--- src/rtl/pwr_clk_pkg.sv ---
package pwr_clk_pkg;

    localparam int NUM_SRC = 3;
    localparam int SEL_W   = 2;
    localparam int MODE_W  = 3;
    localparam int IDX_W   = $clog2(NUM_SRC);

    typedef enum logic [1:0] {
        ST_RUN   = 2'd0,
        ST_IDLE  = 2'd1,
        ST_SLEEP = 2'd2
    } pwr_state_e;

    localparam logic [MODE_W-1:0] MODE_SLEEP     = 3'd0;
    localparam logic [MODE_W-1:0] MODE_RUN_BASE  = 3'd1;
    localparam logic [MODE_W-1:0] MODE_IDLE_BASE = 3'd4;

    typedef struct packed {
        logic             idle;
        logic [SEL_W-1:0] sel;
    } cfg_t;

    typedef struct packed {
        logic [NUM_SRC-1:0] act;
        logic               pend;
    } sw_t;

endpackage

--- src/rtl/pwr_cfg_reg.sv ---
module pwr_cfg_reg
    import pwr_clk_pkg::*;
#(
    parameter int N_SRC = NUM_SRC,
    parameter int S_W   = SEL_W
) (
    input  logic             clk,
    input  logic             rst_n,
    input  logic             we_i,
    input  logic             idle_i,
    input  logic [S_W-1:0]   sel_i,
    output logic             idle_q_o,
    output logic [N_SRC-1:0] req_oh_o
);
    localparam int LAST = N_SRC - 1;

    cfg_t cfg_d, cfg_q;
    logic [S_W-1:0] req_sel;

    always_comb begin
        cfg_d = cfg_q;
        if (we_i) begin
            cfg_d.idle = idle_i;
            cfg_d.sel  = sel_i;
        end
        req_sel = we_i ? sel_i : cfg_q.sel;
    end

    generate
        for (genvar g = 0; g < N_SRC; g++) begin : g_dec
            if (g == LAST) begin : g_top
                assign req_oh_o[g] = (int'(req_sel) >= LAST);
            end else begin : g_low
                assign req_oh_o[g] = (int'(req_sel) == g);
            end
        end
    endgenerate

    always_ff @(posedge clk or negedge rst_n) begin
        if (!rst_n) begin
            cfg_q <= '0;
        end else begin
            cfg_q <= cfg_d;
        end
    end

    assign idle_q_o = cfg_q.idle;

    assert_req_onehot_R2: assert property (@(posedge clk) disable iff (!rst_n)
        $countones(req_oh_o) == 1);

endmodule

--- src/rtl/pwr_src_switch.sv ---
module pwr_src_switch
    import pwr_clk_pkg::*;
#(
    parameter int N_SRC = NUM_SRC
) (
    input  logic             clk,
    input  logic             rst_n,
    input  logic [N_SRC-1:0] req_oh_i,
    input  logic [N_SRC-1:0] src_run_i,
    output logic [N_SRC-1:0] act_oh_o,
    output logic             pending_o
);
    sw_t sw_d, sw_q;
    logic req_ok;

    always_comb begin
        sw_d   = sw_q;
        req_ok = |(req_oh_i & src_run_i);
        if ((req_oh_i != sw_q.act) && req_ok) begin
            sw_d.act = req_oh_i;
        end
        sw_d.pend = (req_oh_i != sw_d.act);
    end

    always_ff @(posedge clk or negedge rst_n) begin
        if (!rst_n) begin
            sw_q.act  <= {{(N_SRC-1){1'b0}}, 1'b1};
            sw_q.pend <= 1'b0;
        end else begin
            sw_q <= sw_d;
        end
    end

    assign act_oh_o  = sw_q.act;
    assign pending_o = sw_q.pend;

    assert_act_onehot_R2: assert property (@(posedge clk) disable iff (!rst_n)
        $countones(act_oh_o) == 1);

    // a source only becomes active if it was reported running
    assert_switch_to_running_R4: assert property (@(posedge clk) disable iff (!rst_n)
        (act_oh_o != $past(act_oh_o)) |-> (|($past(src_run_i) & act_oh_o)));

    assert_pending_holds_R4: assert property (@(posedge clk) disable iff (!rst_n)
        (pending_o && !(|(req_oh_i & src_run_i))) |=> $stable(act_oh_o));

endmodule

--- src/rtl/pwr_mode_fsm.sv ---
module pwr_mode_fsm
    import pwr_clk_pkg::*;
(
    input  logic       clk,
    input  logic       rst_n,
    input  logic       sleep_i,
    input  logic       wake_i,
    input  logic       idle_i,
    output pwr_state_e state_o
);
    pwr_state_e state_d, state_q;

    always_comb begin
        state_d = state_q;
        unique case (state_q)
            ST_RUN: begin
                if (sleep_i) state_d = idle_i ? ST_IDLE : ST_SLEEP;
            end
            ST_IDLE, ST_SLEEP: begin
                if (wake_i) state_d = ST_RUN;
            end
            default: state_d = ST_RUN;
        endcase
    end

    always_ff @(posedge clk or negedge rst_n) begin
        if (!rst_n) begin
            state_q <= ST_RUN;
        end else begin
            state_q <= state_d;
        end
    end

    assign state_o = state_q;

    assert_run_needs_strobe_R7: assert property (@(posedge clk) disable iff (!rst_n)
        (state_q == ST_RUN && !sleep_i) |=> state_q == ST_RUN);

    assert_idle_entry_R5: assert property (@(posedge clk) disable iff (!rst_n)
        (state_q == ST_RUN && sleep_i && idle_i) |=> state_q == ST_IDLE);

    assert_sleep_entry_R6: assert property (@(posedge clk) disable iff (!rst_n)
        (state_q == ST_RUN && sleep_i && !idle_i) |=> state_q == ST_SLEEP);

    assert_wake_return_R8: assert property (@(posedge clk) disable iff (!rst_n)
        (state_q != ST_RUN && wake_i) |=> state_q == ST_RUN);

    assert_strobe_ignored_R9: assert property (@(posedge clk) disable iff (!rst_n)
        (state_q != ST_RUN && !wake_i) |=> $stable(state_q));

endmodule

--- src/rtl/pwr_clk_ctrl.sv ---
module pwr_clk_ctrl
    import pwr_clk_pkg::*;
(
    input  logic                clk,
    input  logic                rst_n,
    input  logic [NUM_SRC-1:0]  src_run_i,
    input  logic                cfg_we_i,
    input  logic                cfg_idle_i,
    input  logic [SEL_W-1:0]    cfg_sel_i,
    input  logic                sleep_i,
    input  logic                wake_i,
    output logic [NUM_SRC-1:0]  src_sel_o,
    output logic                cpu_en_o,
    output logic                per_en_o,
    output logic [MODE_W-1:0]   mode_o,
    output logic                pending_o
);
    logic               idle_q;
    logic [NUM_SRC-1:0] req_oh;
    logic [NUM_SRC-1:0] act_oh;
    logic [IDX_W-1:0]   act_idx;
    pwr_state_e         state;

    pwr_cfg_reg #(.N_SRC(NUM_SRC), .S_W(SEL_W)) u_cfg (
        .clk      (clk),
        .rst_n    (rst_n),
        .we_i     (cfg_we_i),
        .idle_i   (cfg_idle_i),
        .sel_i    (cfg_sel_i),
        .idle_q_o (idle_q),
        .req_oh_o (req_oh)
    );

    pwr_src_switch #(.N_SRC(NUM_SRC)) u_sw (
        .clk       (clk),
        .rst_n     (rst_n),
        .req_oh_i  (req_oh),
        .src_run_i (src_run_i),
        .act_oh_o  (act_oh),
        .pending_o (pending_o)
    );

    pwr_mode_fsm u_fsm (
        .clk     (clk),
        .rst_n   (rst_n),
        .sleep_i (sleep_i),
        .wake_i  (wake_i),
        .idle_i  (idle_q),
        .state_o (state)
    );

    always_comb begin
        act_idx = '0;
        for (int i = 0; i < NUM_SRC; i++) begin
            if (act_oh[i]) act_idx = IDX_W'(i);
        end
    end

    always_comb begin
        cpu_en_o  = (state == ST_RUN);
        per_en_o  = (state != ST_SLEEP);
        src_sel_o = (state == ST_SLEEP) ? '0 : act_oh;
        unique case (state)
            ST_RUN:   mode_o = MODE_RUN_BASE  + MODE_W'(act_idx);
            ST_IDLE:  mode_o = MODE_IDLE_BASE + MODE_W'(act_idx);
            default:  mode_o = MODE_SLEEP;
        endcase
    end

    assert_src_onehot0_R6: assert property (@(posedge clk) disable iff (!rst_n)
        $onehot0(src_sel_o));

    assert_sleep_gates_all_R6: assert property (@(posedge clk) disable iff (!rst_n)
        (mode_o == MODE_SLEEP) |-> (!cpu_en_o && !per_en_o && src_sel_o == '0));

    assert_idle_gates_cpu_R5: assert property (@(posedge clk) disable iff (!rst_n)
        (mode_o >= MODE_IDLE_BASE) |-> (!cpu_en_o && per_en_o));

    assert_run_clocks_both_R7: assert property (@(posedge clk) disable iff (!rst_n)
        cpu_en_o |-> (per_en_o && src_sel_o != '0));

endmodule

--- config.mk ---
export PLATFORM = sky130hd
export DESIGN_NAME = pwr_clk_ctrl
export DESIGN_NICKNAME = d
export VERILOG_FILES = /design/src/rtl/pwr_clk_pkg.sv /design/src/rtl/pwr_cfg_reg.sv /design/src/rtl/pwr_src_switch.sv /design/src/rtl/pwr_mode_fsm.sv /design/src/rtl/pwr_clk_ctrl.sv
export SDC_FILE = /design/constraint.sdc
export NUM_CORES = 1
export LEC_CHECK = 0
export BUFFER_PORTS_ARGS = -buffer_cell sky130_fd_sc_hd__buf_4
export CAP_MARGIN = 20
export CORE_AREA = 2 2 39 41
export DETAILED_ROUTE_END_ITERATION = 12
export DIE_AREA = 0 0 41 43
export PLACE_DENSITY = 0.69
export REMOVE_ABC_BUFFERS = 1
export SLEW_MARGIN = 20
export SYNTH_ARGS = -nofsm -noshare
export SYNTH_HDL_FRONTEND = slang
export SYNTH_SLANG_ARGS = --single-unit
export TNS_END_PERCENT = 10
--- constraint.sdc ---
create_clock -name clk -period 1.1 [get_ports clk]
set_clock_uncertainty 0.1 [all_clocks]
set_input_delay 0.165 -clock clk [delete_from_list [all_inputs] [get_ports clk]]
set_output_delay 0.165 -clock clk [all_outputs]
set_load 0.05 [all_outputs]
==> summary.md <==
| Metric | Value |
|---|---|
| Status | `finished, violations left` |
| Failing checks | `negative setup slack` |
| F_max | `640 MHz` |
| Element type at the critical path start | `flip-flop` |
| Hold Path Origin | `cfg_idle_i` |
| Dpl hpwl | `885 um` |
| Fin. Hold Viols | `0` |
| Seq/Total Area, Yosys | `43.0%` |
| Worst reg2reg path endpoint | `u_sw.pending_o$_DFF_PN0_` |
| Pre-CTS setup slack | `-317 ps` |
| Worst min path class | `in -> reg` |
| Min Hold Slack | `19.5 ps` |
| Layout Nets | `107` |
| CP required | `830 ps` |
| CTS tree | `done` |
| Area Growth Syn to Fin | `67.9%` |
| Critical path, cell by cell | `inv_2 -> ha_4 -> mux2_4 -> buf_8` |
| Worst setup margin | `-464 ps` |
| Critical Path Max Stage Delay | `390 ps` |
| Crit path DAT | `1300 ps` |
| Critical path endpoint category | `output pin` |
| H-tree levels | `1` |
| Layout cells sized above 1 | `54.3%` |
| Post-layout utilization of the core | `63.9%` |
| Clock Sinks | `9` |
| Clock Root Buffer | `clkbuf_4` |
| Remaining antenna violation count | `0` |
| Die width | `41 um` |
| Pleak | `0.419 nW` |
| Vias in the first global route | `453` |
| R2R Path Start | `u_sw.act_oh_o[2]$_DFF_PN0_` |
| Largest net degree at the start of global routing | `10` |
| RSZ-0062 raised after global routing | `true` |
| Tmin final | `1560 ps` |
| Critical path type | `reg -> out` |
| Global route overflow | `0` |
| Routed WL | `1150 um` |
| DR vias | `512` |
| Inserted Clock Buffers | `3` |
| Max rail drop VDD | `1320 uV` |
| Register bit count reported by yosys | `9` |
| DR pass1 iterations | `4` |
| Clk pin slew, worst setup/hold paths | `50 ps` |
| Worst-Skew Late Latency | `260 ps` |
| R2R Setup Slk | `-170 ps` |
| Worst-path maximum fanout | `4` |
| Final setup vio count | `13` |
| First-pass GRT wire length | `1810 um` |
| Mean post-synth cell area | `8.93 um^2` |
| Std-Cell Rows | `14` |
| DRT iter0 DRCs | `9` |
| Hold path cells | `3` |
| Mapped cell area | `527 um^2` |
| CORE AREA | `0.00138 mm^2` |
| Setup TNS | `-3580 ps` |
| DRC viols | `0` |
| Ant. Diodes | `0` |
| Boundary pin count | `20` |
| Hold Path End | `u_cfg.idle_q_o$_DFFE_PN0P_` |
| Worst path slowest cell | `dfrtp_1` |
| Vias per cell | `4.74` |
| WL per Instance | `10.6 um` |
| WP buf/inv | `2` |
| Synthesized instance count | `59` |
| Die height | `43 um` |
| Worst path top cell family by delay | `flip-flops` |
| Max-capacitance violation count | `0` |
| Tcrit/Tclk final | `142%` |
| Total Power | `0.00228 W` |
| GPL Wtd Cong | `0.804` |
| Worst-Margin Slew | `222 ps` |
| Initial antenna violation count | `0` |
| Synth Warn # | `0` |
| DIE AREA | `0.00176 mm^2` |
| Initial Utilization | `38.1%` |
| P per Cell Area | `2580 mW/mm^2` |
| Port Buf Inserts | `19` |
| Netlist cell types | `23` |
| Final slew viol count | `0` |
| Worst slew margin | `85.0%` |
| Bufs on Longest Clock Path | `2` |
| Total track usage | `15.3%` |
| FF-to-FF path depth | `4` |
[tightest hold or removal path: stages]
cell and delay, ps:
buf_4 80, nand2_1 40, o21ai_0 60
[synth_stat cells]
master / instances / area (um^2)
dfrtp_1: 8 / 200
nand2_1: 7 / 26.3
inv_1: 6 / 22.5
nor2_1: 6 / 22.5
o21ai_0: 6 / 30.0
nor2b_1: 4 / 25.0
a21oi_1: 3 / 15.0
ha_1: 3 / 37.5
nand2b_1: 2 / 12.5
a211oi_1: 1 / 7.51
a21boi_0: 1 / 7.51
a21boi_1: 1 / 7.51
clkbuf_1: 1 / 3.75
dfstp_2: 1 / 26.3
inv_2: 1 / 3.75
mux2_2: 1 / 11.3
mux2_4: 1 / 15.0
mux2i_2: 1 / 13.8
nand3_1: 1 / 5.00
nor3_1: 1 / 5.00
nor3b_1: 1 / 7.51
o21ai_1: 1 / 5.00
o41ai_2: 1 / 16.3
[metal layers]
| metal | track usage (%) | vias to the layer above | wire (um) |
|---|---|---|---|
| met5 | 0 | - | 0 |
| met4 | 8.00 | 0 | 19 |
| met3 | 3.14 | 2 | 66 |
| met2 | 24.1 | 21 | 546 |
| met1 | 18.6 | 229 | 512 |
| li1 | - | 260 | - |
[repair_timing]
action | 4_1_cts | 5_1_grt
endpoints found under the setup margin | 14 | 15
hold buffers | 1 | 0
pin swaps | 6 | 1
cloned | 0 | 0
gates resized for setup | 19 | 9
endpoints found under the hold margin | 9 | 0
buffers inserted | 1 | 0
[where the power goes]
part / switching (W) / internal, W / total [W]
registers: 0.0000493 / 0.000405 / 0.000455
clock network: 0.000110 / 0.000139 / 0.000249
logic: 0.000920 / 0.000661 / 0.00158
[state kept, by name, indices dropped and copies added, names as in the netlist]
name            flops
u_sw.act_oh_o       3
u_cfg.cfg_q         2
u_fsm.state_o       2
u_cfg.idle_q_o      1
u_sw.pending_o      1
[layout make-up]
| type | count | area, um^2 |
|---|---|---|
| multi-input cells | 42 | 320 |
| flip-flops and latches | 9 | 226 |
| clock buffers | 4 | 26.3 |
| well taps | 16 | 20.0 |
| fillers | 133 | 499 |
| inverters | 7 | 26.3 |
| repair buffers | 30 | 265 |
[through the flow]
stage	std cells	cell area, um^2
finish	108	885
floorplan	58	523
global placement	102	753
CTS	108	850
global route	108	885
detailed placement	102	753
[worst max-delay path by stage]
stage | startpoint | to | slack [ps] | cells after the start
2_1_floorplan | u_fsm.state_o[0]$_DFFE_PN0P_ | mode_o[1] | -950 | 4
3_3_place_gp | u_fsm.state_o[0]$_DFFE_PN0P_ | mode_o[0] | -280 | 4
3_5_place_dp | u_fsm.state_o[0]$_DFFE_PN0P_ | mode_o[0] | -320 | 4
4_1_cts | u_fsm.state_o[0]$_DFFE_PN0P_ | mode_o[0] | -470 | 4
5_1_grt | u_fsm.state_o[0]$_DFFE_PN0P_ | mode_o[0] | -530 | 4
6_report | u_fsm.state_o[0]$_DFFE_PN0P_ | mode_o[0] | -460 | 4
[logic make-up after synthesis]
| group | after synthesis | synth area share [%] |
|---|---|---|
| AND/OR/NAND/NOR | 22 | 19.7 |
| multiplexers | 3 | 7.60 |
| flip-flops | 9 | 43.0 |
| AO/OA/AOI/OAI | 14 | 16.9 |
| adder cells (fa/ha/maj) | 3 | 7.13 |
| buffers and inverters | 8 | 5.70 |
[placed cells by master, fill, tap and decap left out, types with 2 or more instances in the layout]
master / n
nor2b_2: 3
o21ai_1: 3
inv_1: 4
inv_2: 3
nand2_1: 6
nand2b_1: 2
mux2_4: 2
buf_6: 8
buf_4: 20
a21oi_1: 2
nor2_1: 5
ha_2: 2
o21ai_0: 3
clkbuf_4: 3
dfrtp_1: 8
No activity file was read; power rests on OpenSTA's default activity.
